<file path="config.mk">
export PLATFORM = sky130hd
export DESIGN_NAME = sadc_reader
export DESIGN_NICKNAME = d
export VERILOG_FILES = /design/src/rtl/sadc_pkg.sv /design/src/rtl/sadc_tmr.sv /design/src/rtl/sadc_cap.sv /design/src/rtl/sadc_seq.sv /design/src/rtl/sadc_reader.sv
export SDC_FILE = /design/constraint.sdc
export NUM_CORES = 1
export LEC_CHECK = 0
export BUFFER_PORTS_ARGS = -buffer_cell sky130_fd_sc_hd__buf_2
export CORE_UTILIZATION = 63
export CTS_CLUSTER_DIAMETER = 120
export DETAILED_ROUTE_END_ITERATION = 6
export PLACE_DENSITY = 0.94
export SYNTH_ARGS = -nofsm -noshare
export SYNTH_HDL_FRONTEND = slang
export SYNTH_SLANG_ARGS = --single-unit
</file>
<file path="constraint.sdc">
create_clock -name clk -period 3.4 [get_ports clk]
set_input_delay 0.34 -clock clk [delete_from_list [all_inputs] [get_ports clk]]
set_output_delay 0.34 -clock clk [all_outputs]
set_load 0.005 [all_outputs]
</file>
<file path="src/rtl/sadc_pkg.sv">
package sadc_pkg;

    typedef enum logic [2:0] {
        SQ_IDLE  = 3'd0,
        SQ_SETUP = 3'd1,
        SQ_HIGH  = 3'd2,
        SQ_LOW   = 3'd3,
        SQ_GUARD = 3'd4
    } sadc_state_e;

    function automatic int sadc_max(input int a, input int b);
        return (a > b) ? a : b;
    endfunction

endpackage

</file>
<file path="src/rtl/sadc_tmr.sv">
module sadc_tmr #(
    parameter int W = 12
) (
    input  logic         clk,
    input  logic         rst_n,
    input  logic         load,
    input  logic [W-1:0] load_val,
    output logic         expired
);
    logic [W-1:0] cnt_d, cnt_q;

    always_comb begin
        cnt_d = cnt_q;
        if (load) begin
            cnt_d = load_val;
        end else if (cnt_q != '0) begin
            cnt_d = cnt_q - 1'b1;
        end
    end

    always_ff @(posedge clk or negedge rst_n) begin
        if (!rst_n) cnt_q <= '0;
        else        cnt_q <= cnt_d;
    end

    assign expired = (cnt_q == '0);
endmodule

</file>
<file path="src/rtl/sadc_cap.sv">
module sadc_cap #(
    parameter int W = 8
) (
    input  logic         clk,
    input  logic         rst_n,
    input  logic         shift,
    input  logic         din,
    output logic [W-1:0] q
);
    logic [W-1:0] sh_d, sh_q;

    always_comb begin
        sh_d = sh_q;
        if (shift) sh_d = {sh_q[W-2:0], din};
    end

    always_ff @(posedge clk or negedge rst_n) begin
        if (!rst_n) sh_q <= '0;
        else        sh_q <= sh_d;
    end

    assign q = sh_q;
endmodule

</file>
<file path="src/rtl/sadc_seq.sv">
module sadc_seq
    import sadc_pkg::*;
#(
    parameter int DATA_W    = 8,
    parameter int DIV_W     = 8,
    parameter int CNT_W     = 12,
    parameter int SETUP_CYC = 4,
    parameter int GAP_CYC   = 2125
) (
    input  logic             clk,
    input  logic             rst_n,
    input  logic             start,
    input  logic [DIV_W-1:0] half_div,
    input  logic             expired,
    output logic             tmr_load,
    output logic [CNT_W-1:0] tmr_val,
    output logic             cap_shift,
    output logic             frame_done,
    output logic             cs_n,
    output logic             sclk,
    output logic             valid,
    output logic             stale
);
    localparam int BIT_W = $clog2(DATA_W + 1);
    localparam logic [BIT_W-1:0] LAST_FALL = BIT_W'(DATA_W - 1);

    typedef struct packed {
        sadc_state_e      st;
        logic             cs_n;
        logic             sclk;
        logic [BIT_W-1:0] nfall;
        logic [DIV_W-1:0] hp;
        logic             pend;
        logic             first;
        logic             valid;
        logic             stale;
    } seq_t;

    seq_t r_d, r_q;

    always_comb begin
        r_d        = r_q;
        r_d.valid  = 1'b0;
        tmr_load   = 1'b0;
        tmr_val    = '0;
        cap_shift  = 1'b0;
        frame_done = 1'b0;

        if (start && (r_q.st != SQ_IDLE)) r_d.pend = 1'b1;

        case (r_q.st)
            SQ_IDLE: begin
                if (start || r_q.pend) begin
                    r_d.st    = SQ_SETUP;
                    r_d.cs_n  = 1'b0;
                    r_d.pend  = 1'b0;
                    r_d.nfall = '0;
                    r_d.hp    = (half_div == '0) ? DIV_W'(1) : half_div;
                    tmr_load  = 1'b1;
                    tmr_val   = CNT_W'(SETUP_CYC - 1);
                end
            end
            SQ_SETUP, SQ_LOW: begin
                if (expired) begin
                    r_d.st    = SQ_HIGH;
                    r_d.sclk  = 1'b1;
                    cap_shift = 1'b1;
                    tmr_load  = 1'b1;
                    tmr_val   = CNT_W'(r_q.hp) - 1'b1;
                end
            end
            SQ_HIGH: begin
                if (expired) begin
                    r_d.sclk  = 1'b0;
                    r_d.nfall = r_q.nfall + 1'b1;
                    tmr_load  = 1'b1;
                    if (r_q.nfall == LAST_FALL) begin
                        r_d.st     = SQ_GUARD;
                        r_d.cs_n   = 1'b1;
                        r_d.valid  = 1'b1;
                        r_d.stale  = r_q.first;
                        r_d.first  = 1'b0;
                        frame_done = 1'b1;
                        tmr_val    = CNT_W'(GAP_CYC - 1);
                    end else begin
                        r_d.st  = SQ_LOW;
                        tmr_val = CNT_W'(r_q.hp) - 1'b1;
                    end
                end
            end
            SQ_GUARD: begin
                if (expired) r_d.st = SQ_IDLE;
            end
            default: r_d.st = SQ_IDLE;
        endcase
    end

    always_ff @(posedge clk or negedge rst_n) begin
        if (!rst_n) begin
            r_q.st    <= SQ_IDLE;
            r_q.cs_n  <= 1'b1;
            r_q.sclk  <= 1'b0;
            r_q.nfall <= '0;
            r_q.hp    <= DIV_W'(1);
            r_q.pend  <= 1'b0;
            r_q.first <= 1'b1;
            r_q.valid <= 1'b0;
            r_q.stale <= 1'b0;
        end else begin
            r_q <= r_d;
        end
    end

    assign cs_n  = r_q.cs_n;
    assign sclk  = r_q.sclk;
    assign valid = r_q.valid;
    assign stale = r_q.stale;
endmodule

</file>
<file path="src/rtl/sadc_reader.sv">
module sadc_reader
    import sadc_pkg::*;
#(
    parameter int DATA_W    = 8,
    parameter int DIV_W     = 8,
    parameter int SETUP_CYC = 4,
    parameter int CONV_CYC  = 2125,
    parameter int CSH_CYC   = 16
) (
    input  logic              clk,
    input  logic              rst_n,
    input  logic              start,
    input  logic [DIV_W-1:0]  half_div,
    output logic              adc_cs_n,
    output logic              adc_sclk,
    input  logic              adc_sdo,
    output logic              rd_valid,
    output logic [DATA_W-1:0] rd_data,
    output logic              rd_stale
);
    localparam int GAP_CYC = sadc_max(CONV_CYC, CSH_CYC);
    localparam int MAX_CNT = sadc_max(sadc_max(GAP_CYC, 1 << DIV_W), SETUP_CYC);
    localparam int CNT_W   = $clog2(MAX_CNT + 1);

    logic              tmr_load;
    logic [CNT_W-1:0]  tmr_val;
    logic              tmr_expired;
    logic              cap_shift;
    logic              frame_done;
    logic [DATA_W-1:0] cap_q;
    logic [DATA_W-1:0] data_d, data_q;

    sadc_tmr #(.W(CNT_W)) u_tmr (
        .clk      (clk),
        .rst_n    (rst_n),
        .load     (tmr_load),
        .load_val (tmr_val),
        .expired  (tmr_expired)
    );

    sadc_cap #(.W(DATA_W)) u_cap (
        .clk   (clk),
        .rst_n (rst_n),
        .shift (cap_shift),
        .din   (adc_sdo),
        .q     (cap_q)
    );

    sadc_seq #(
        .DATA_W    (DATA_W),
        .DIV_W     (DIV_W),
        .CNT_W     (CNT_W),
        .SETUP_CYC (SETUP_CYC),
        .GAP_CYC   (GAP_CYC)
    ) u_seq (
        .clk        (clk),
        .rst_n      (rst_n),
        .start      (start),
        .half_div   (half_div),
        .expired    (tmr_expired),
        .tmr_load   (tmr_load),
        .tmr_val    (tmr_val),
        .cap_shift  (cap_shift),
        .frame_done (frame_done),
        .cs_n       (adc_cs_n),
        .sclk       (adc_sclk),
        .valid      (rd_valid),
        .stale      (rd_stale)
    );

    always_comb begin
        data_d = frame_done ? cap_q : data_q;
    end

    always_ff @(posedge clk or negedge rst_n) begin
        if (!rst_n) data_q <= '0;
        else        data_q <= data_d;
    end

    assign rd_data = data_q;
endmodule

</file>
### Word level (Yosys, flattened, before mapping)

Cells that the tools add are included.

| storage, ports and cells | value |
|---|---|
| register bits after elaboration | 49 |
| bits of input ports | 12 |
| output and inout bits | 12 |
| logic and storage cells | 75 |

| operators by class | value |
|---|---|
| add/subtract/negate cells | 3 |
| equal/unequal tests | 10 |
| muxes and demuxes | 32 |
| reductions and logical operators | 18 |

Operators with widths:

| cell | count |
|---|---|
| $mux W12 | 5 |
| $pmux W12 S3 | 1 |
| $mux W13 | 1 |
| $logic_not A12 Y1 | 1 |
| $pmux W3 S4 | 1 |
| $reduce_bool A12 Y1 | 1 |
| $sub A12 B1 Y12 const B | 1 |
| $mux W1 | 10 |
| $mux W3 | 3 |
| $mux W9 | 1 |
| $reduce_and A3 Y1 | 3 |
| $sub A8 B1 Y9 const B | 1 |
| $logic_not A8 Y1 | 1 |
| $mux W2 | 4 |
| $mux W8 | 1 |
| $pmux W4 S2 | 1 |
| $reduce_and A4 Y1 | 2 |
| $eq A3 B2 Y1 const B | 2 |
| $ne A2 B2 Y1 const B | 3 |
| $pmux W1 S2 | 3 |
| $reduce_bool A2 Y1 | 3 |
| $add A4 B1 Y4 const B | 1 |
| $eq A4 B3 Y1 const B | 1 |
| $mux W4 | 1 |
| 10 further kinds | 11 |

### Depth between registers and ports, before layout

| logic depth | value |
|---|---|
| depth after elaboration | 5 |
| mapped depth | 8 |

### By module

Synthesis repeated with hierarchy kept, for this count alone.

| second synthesis, totals | value |
|---|---|
| cell total of the unflattened synthesis | 220 |
| area total of the unflattened synthesis | 2533.7 µm² |

Modules (own cells, without submodules):

| module | times used | cells an instance | area an instance (µm²) | sequential area each (µm²) |
|---|---|---|---|---|
| sadc_seq | 1 | 114 | 1139.8 | 529.3 |
| sadc_tmr | 1 | 72 | 730.7 | 300.3 |
| sadc_cap | 1 | 17 | 331.6 | 200.2 |
| sadc_reader | 1 | 17 | 331.6 | 200.2 |

### Worst setup path before layout

No wires, ideal clock.

| timing path | value |
|---|---|
| path type | reg-to-reg |
| start | register u_tmr.cnt_q[0] |
| end | register data_q[0], in the netlist rd_data[0] |
| library setup time | 0.125 ns |
| arrival time | 1.795 ns |
| required time | 3.275 ns |
| path slack | 1.480 ns |
| stages on the path, launching flop included | 9 |
| path buffers | 2 |
| clock period less this slack | 1.920 ns |
| path through | dfrtp_1 > inv_1 > ha_1 > nor4b_4 > and3_1 > buf_6 > and2_4 > buf_12 > mux2_4 |

| between the ends | value |
|---|---|
| longest elaborated chain between the ends | 3 |

RTL lines:

| element | line | text |
|---|---|---|
| start, declared | sadc_tmr.sv:10 | `logic [W-1:0] cnt_d, cnt_q;` |
| start signal, assigned | sadc_tmr.sv:23 | `else cnt_q <= cnt_d;` |
| $logic_not A12 Y1 | sadc_tmr.sv:26 | `assign expired = (cnt_q == '0);` |
| $mux W1 | sadc_seq.sv:73 | `if (expired) begin` |
| $mux W1 | sadc_seq.sv:51 | `case (r_q.st)` |
| net frame_done | sadc_reader.sv:29 | `logic frame_done;` |
| end signal, assigned | sadc_reader.sv:77 | `else data_q <= data_d;` |
| end, declared | sadc_reader.sv:31 | `logic [DATA_W-1:0] data_d, data_q;` |

The timed path passes the listed nets, and every way through them passes these cells.
A chain may end at the register's enable or synchronous reset.

### Final worst setup path

| timing path | value |
|---|---|
| start | register u_seq.r_q[19] (netlist bit) |
| end | register data_q[4], in the netlist rd_data[4] |

| between the ends | value |
|---|---|
| longest elaborated chain between the ends | 2 |

RTL lines:

| element | line | text |
|---|---|---|
| start, declared | sadc_seq.sv:39 | `seq_t r_d, r_q;` |
| start signal, assigned | sadc_seq.sv:110 | `r_q <= r_d;` |
| $eq A3 B2 Y1 | sadc_seq.sv:51 |  |
| $mux W1 | sadc_seq.sv:51 |  |

Every way passes these cells.

==> reports/metrics.yaml <==
yosys:
  yosysMostFrequentCell: "dfrtp_1"
  synth_top_area_cell: "dfrtp_1"
  synthArstFlopShare_pct: 100
  synth_cells: 236
  synth_area_leaders: "dfrtp_1, mux2_2, mux2_4"
  synth_fp_nets: 252
  synth_edf_count: 0
  postSynthAreaPerCell_um2: 10.7
  netlist_area_mm2: 0.00254
  yosys_most_used_dff: "dfrtp_1"
  yosys.area.top_type_share_pct: 45.4
  synth-seq-area-share_pct: 48.5
  synth.distinct_cells: 49
  yosysWarnings: 0
  ys_ff_latch: 49
  synthTopCellsByCount: "dfrtp_1, nand2_1, nor3_1"
flow_run:
  maxCapViolCount: 0
worst_setup_path:
  arrival_ps: 2580
  critPathRequiredTime_ps: 3610
  worst_path_max_delay_cell: "nor4_1"
  worstSetupPathType: "flip-flop to flip-flop"
  end_kind: "flip-flop"
  crit_path_max_incr_delay_ps: 690
  reg2reg_depth: 4
  crit_chain: "inv_1 -> nor4_1 -> and2_4 -> mux2_2"
  worst_setup_path_start_kind: "flip-flop"
  path_max_fanout: 14
cts:
  cts_buffer_depth: 2
  htree_levels: 2
  cts-root-buf: "clkbuf_8"
  postCtsResizedCells: 0
  clk_pin_slew_ps: 100
  cts_tree: "yes"
  ctsHoldBuffers: 0
  postCtsSetupBuffers: 0
  insertion_delay_ps: 310
  cts_buffers: 5
  cts.sinks: 49
power_and_ir_drop:
  cellPowerDensity_mw_per_mm2: 350
  cellLeakagePower_nw: 1.27
  ir_drop_mv: 0.291
timing:
  slew_viol_final: 0
  worst_pin_slew_ps: 1050
  fmax_mhz: 422
  setup_viol: 0
  final_hold_viol_count: 0
  rsz0062_at_grt: "no"
  timing.final.crit_share_pct: 69.8
  finalSetupTns_ps: 0
  skew_ps: 15.8
  relSlewSlack_pct: 29.7
  whs_ps: 220
  fin_crit_ps: 2370
floorplanning:
  io_pins: 24
  core_area_mm2: 0.00377
  die_w_um: 65.5
  die_area_mm2: 0.00428
  die_h_um: 65.5
  start_util_pct: 67.3
  rows: 22
drt:
  avgViaCountPerCell: 6.18
  drc: 0
  wirelength_um: 5140
  wl_per_cell_um: 16.9
  first_iter_violations: 114
  first_pass_iters: 4
  vias: 1879
  ant_nets: 0
run_status:
  outcome: "finished, final reports clean"
final_layout:
  area_delta_synth_final_pct: 7.89
  nets: 271
  drive_gt1_share_pct: 24.6
  antennaDiodeCount: 0
  layout.cells.non_filler: 304
global_route:
  grt_pass1_wl_um: 8750
  grt_overflow_total: 0
  grt_usage_pct: 27.5
  grt_pass1_vias: 1796
  antenna_found_initial: 0
  grt_start_max_net_pins: 50
place:
  placed_cells: 296
  dp_hpwl_um: 3580
  gp_congestion: 0.892
  numPortBuffers: 23
worst_hold_path:
  hp-class: "primary input to asynchronous set/reset pin"
## per-layer routing
| layer | vias to the layer above | wire length (µm) | global-route usage (%) |
|---|---|---|---|
| li1 | 889 | - | - |
| met1 | 914 | 2310 | 37.6 |
| met2 | 67 | 2520 | 44.6 |
| met3 | 9 | 251 | 5.03 |
| met4 | 0 | 57 | 8.42 |
| met5 | - | 0 | 0 |
## worst paths after layout
kind	slack [ps]	to	from
worst max-delay path	1030	rd_data[4]	u_seq.r_q[19]
worst min-delay path	220	rd_data[2]	rst_n
worst max register to register	1030	rd_data[4]	u_seq.r_q[19]
worst min register to register	500	u_seq.r_q[2]	u_seq.r_q[2]
max in group asynchronous	2530	rd_data[1]	rst_n
min in group clk	230	u_seq.r_q[7]	half_div[3]
## cells by family after synthesis
logic type	after synthesis	share of synthesized area, %
xor gates and xnor gates	12	4.14
buffers and inverters	17	3.60
adders and majority gates	4	1.97
AOI/OAI and AO/OA	34	8.49
muxes	23	11.0
DFF	49	48.5
and+or+nand+nor	97	22.3
## critical path: cells and delay by family, from the launching register on
family / cells / cell delay [ps]
buffers and inverters: 1 / 200
and+or+nand+nor: 2 / 1090
muxes: 1 / 370
DFF: 1 / 610
## metrics by stage
| step | power [mW] | util (%) | instance area, µm² | setup slack [ps] |
|---|---|---|---|---|
| after global placement | 0.614 | 70.1 | 2640 | 1280 |
| after detailed placement | 0.615 | 70.1 | 2640 | 1130 |
| final | 0.957 | 72.6 | 2740 | 1030 |
| after global routing | 0.992 | 72.6 | 2740 | 960 |
| after floorplan | 0.596 | - | 2540 | 1480 |
| after CTS | 0.962 | 72.6 | 2740 | 1110 |
## registers in the layout (all words and copies together) (netlist names)
name         cells
rd_data          8
u_cap.q          8
u_seq.cs_n       1
u_seq.r_q       17
u_seq.sclk       1
u_seq.stale      1
u_seq.valid      1
u_tmr.cnt_q     12
## report_power, final
| part | leakage, nW | internal (mW) | switching [mW] | total [mW] |
|---|---|---|---|---|
| combinational | 0.628 | 0.00523 | 0.0136 | 0.0188 |
| sequential | 0.594 | 0.583 | 0.000438 | 0.584 |
| clock | 0.0447 | 0.149 | 0.206 | 0.355 |
| total | 1.27 | 0.737 | 0.220 | 0.957 |
## area by class of cell
class                   instances  area, µm²
fillers                       263       1030
inverters                       6       22.5
clock inverters                 3       25.0
multi-input cells             170       1210
repair buffers                 23        115
clock buffers                   5       68.8
well taps                      48       60.1
flip-flops and latches         49       1230
## placed cells by master, fill, tap and decap left out, types with 6 or more instances in the layout
| cell type | count |
|---|---|
| nor3_1 | 13 |
| inv_1 | 6 |
| a21oi_1 | 7 |
| o21ai_0 | 9 |
| nor4_1 | 8 |
| nand2_1 | 27 |
| nand3_1 | 6 |
| buf_2 | 23 |
| mux2_2 | 10 |
| mux2_4 | 7 |
| xnor2_1 | 8 |
| mux2i_1 | 6 |
| o22ai_1 | 7 |
| dfrtp_1 | 46 |
| nor2_1 | 11 |
No activity file was read; power rests on OpenSTA's default activity.
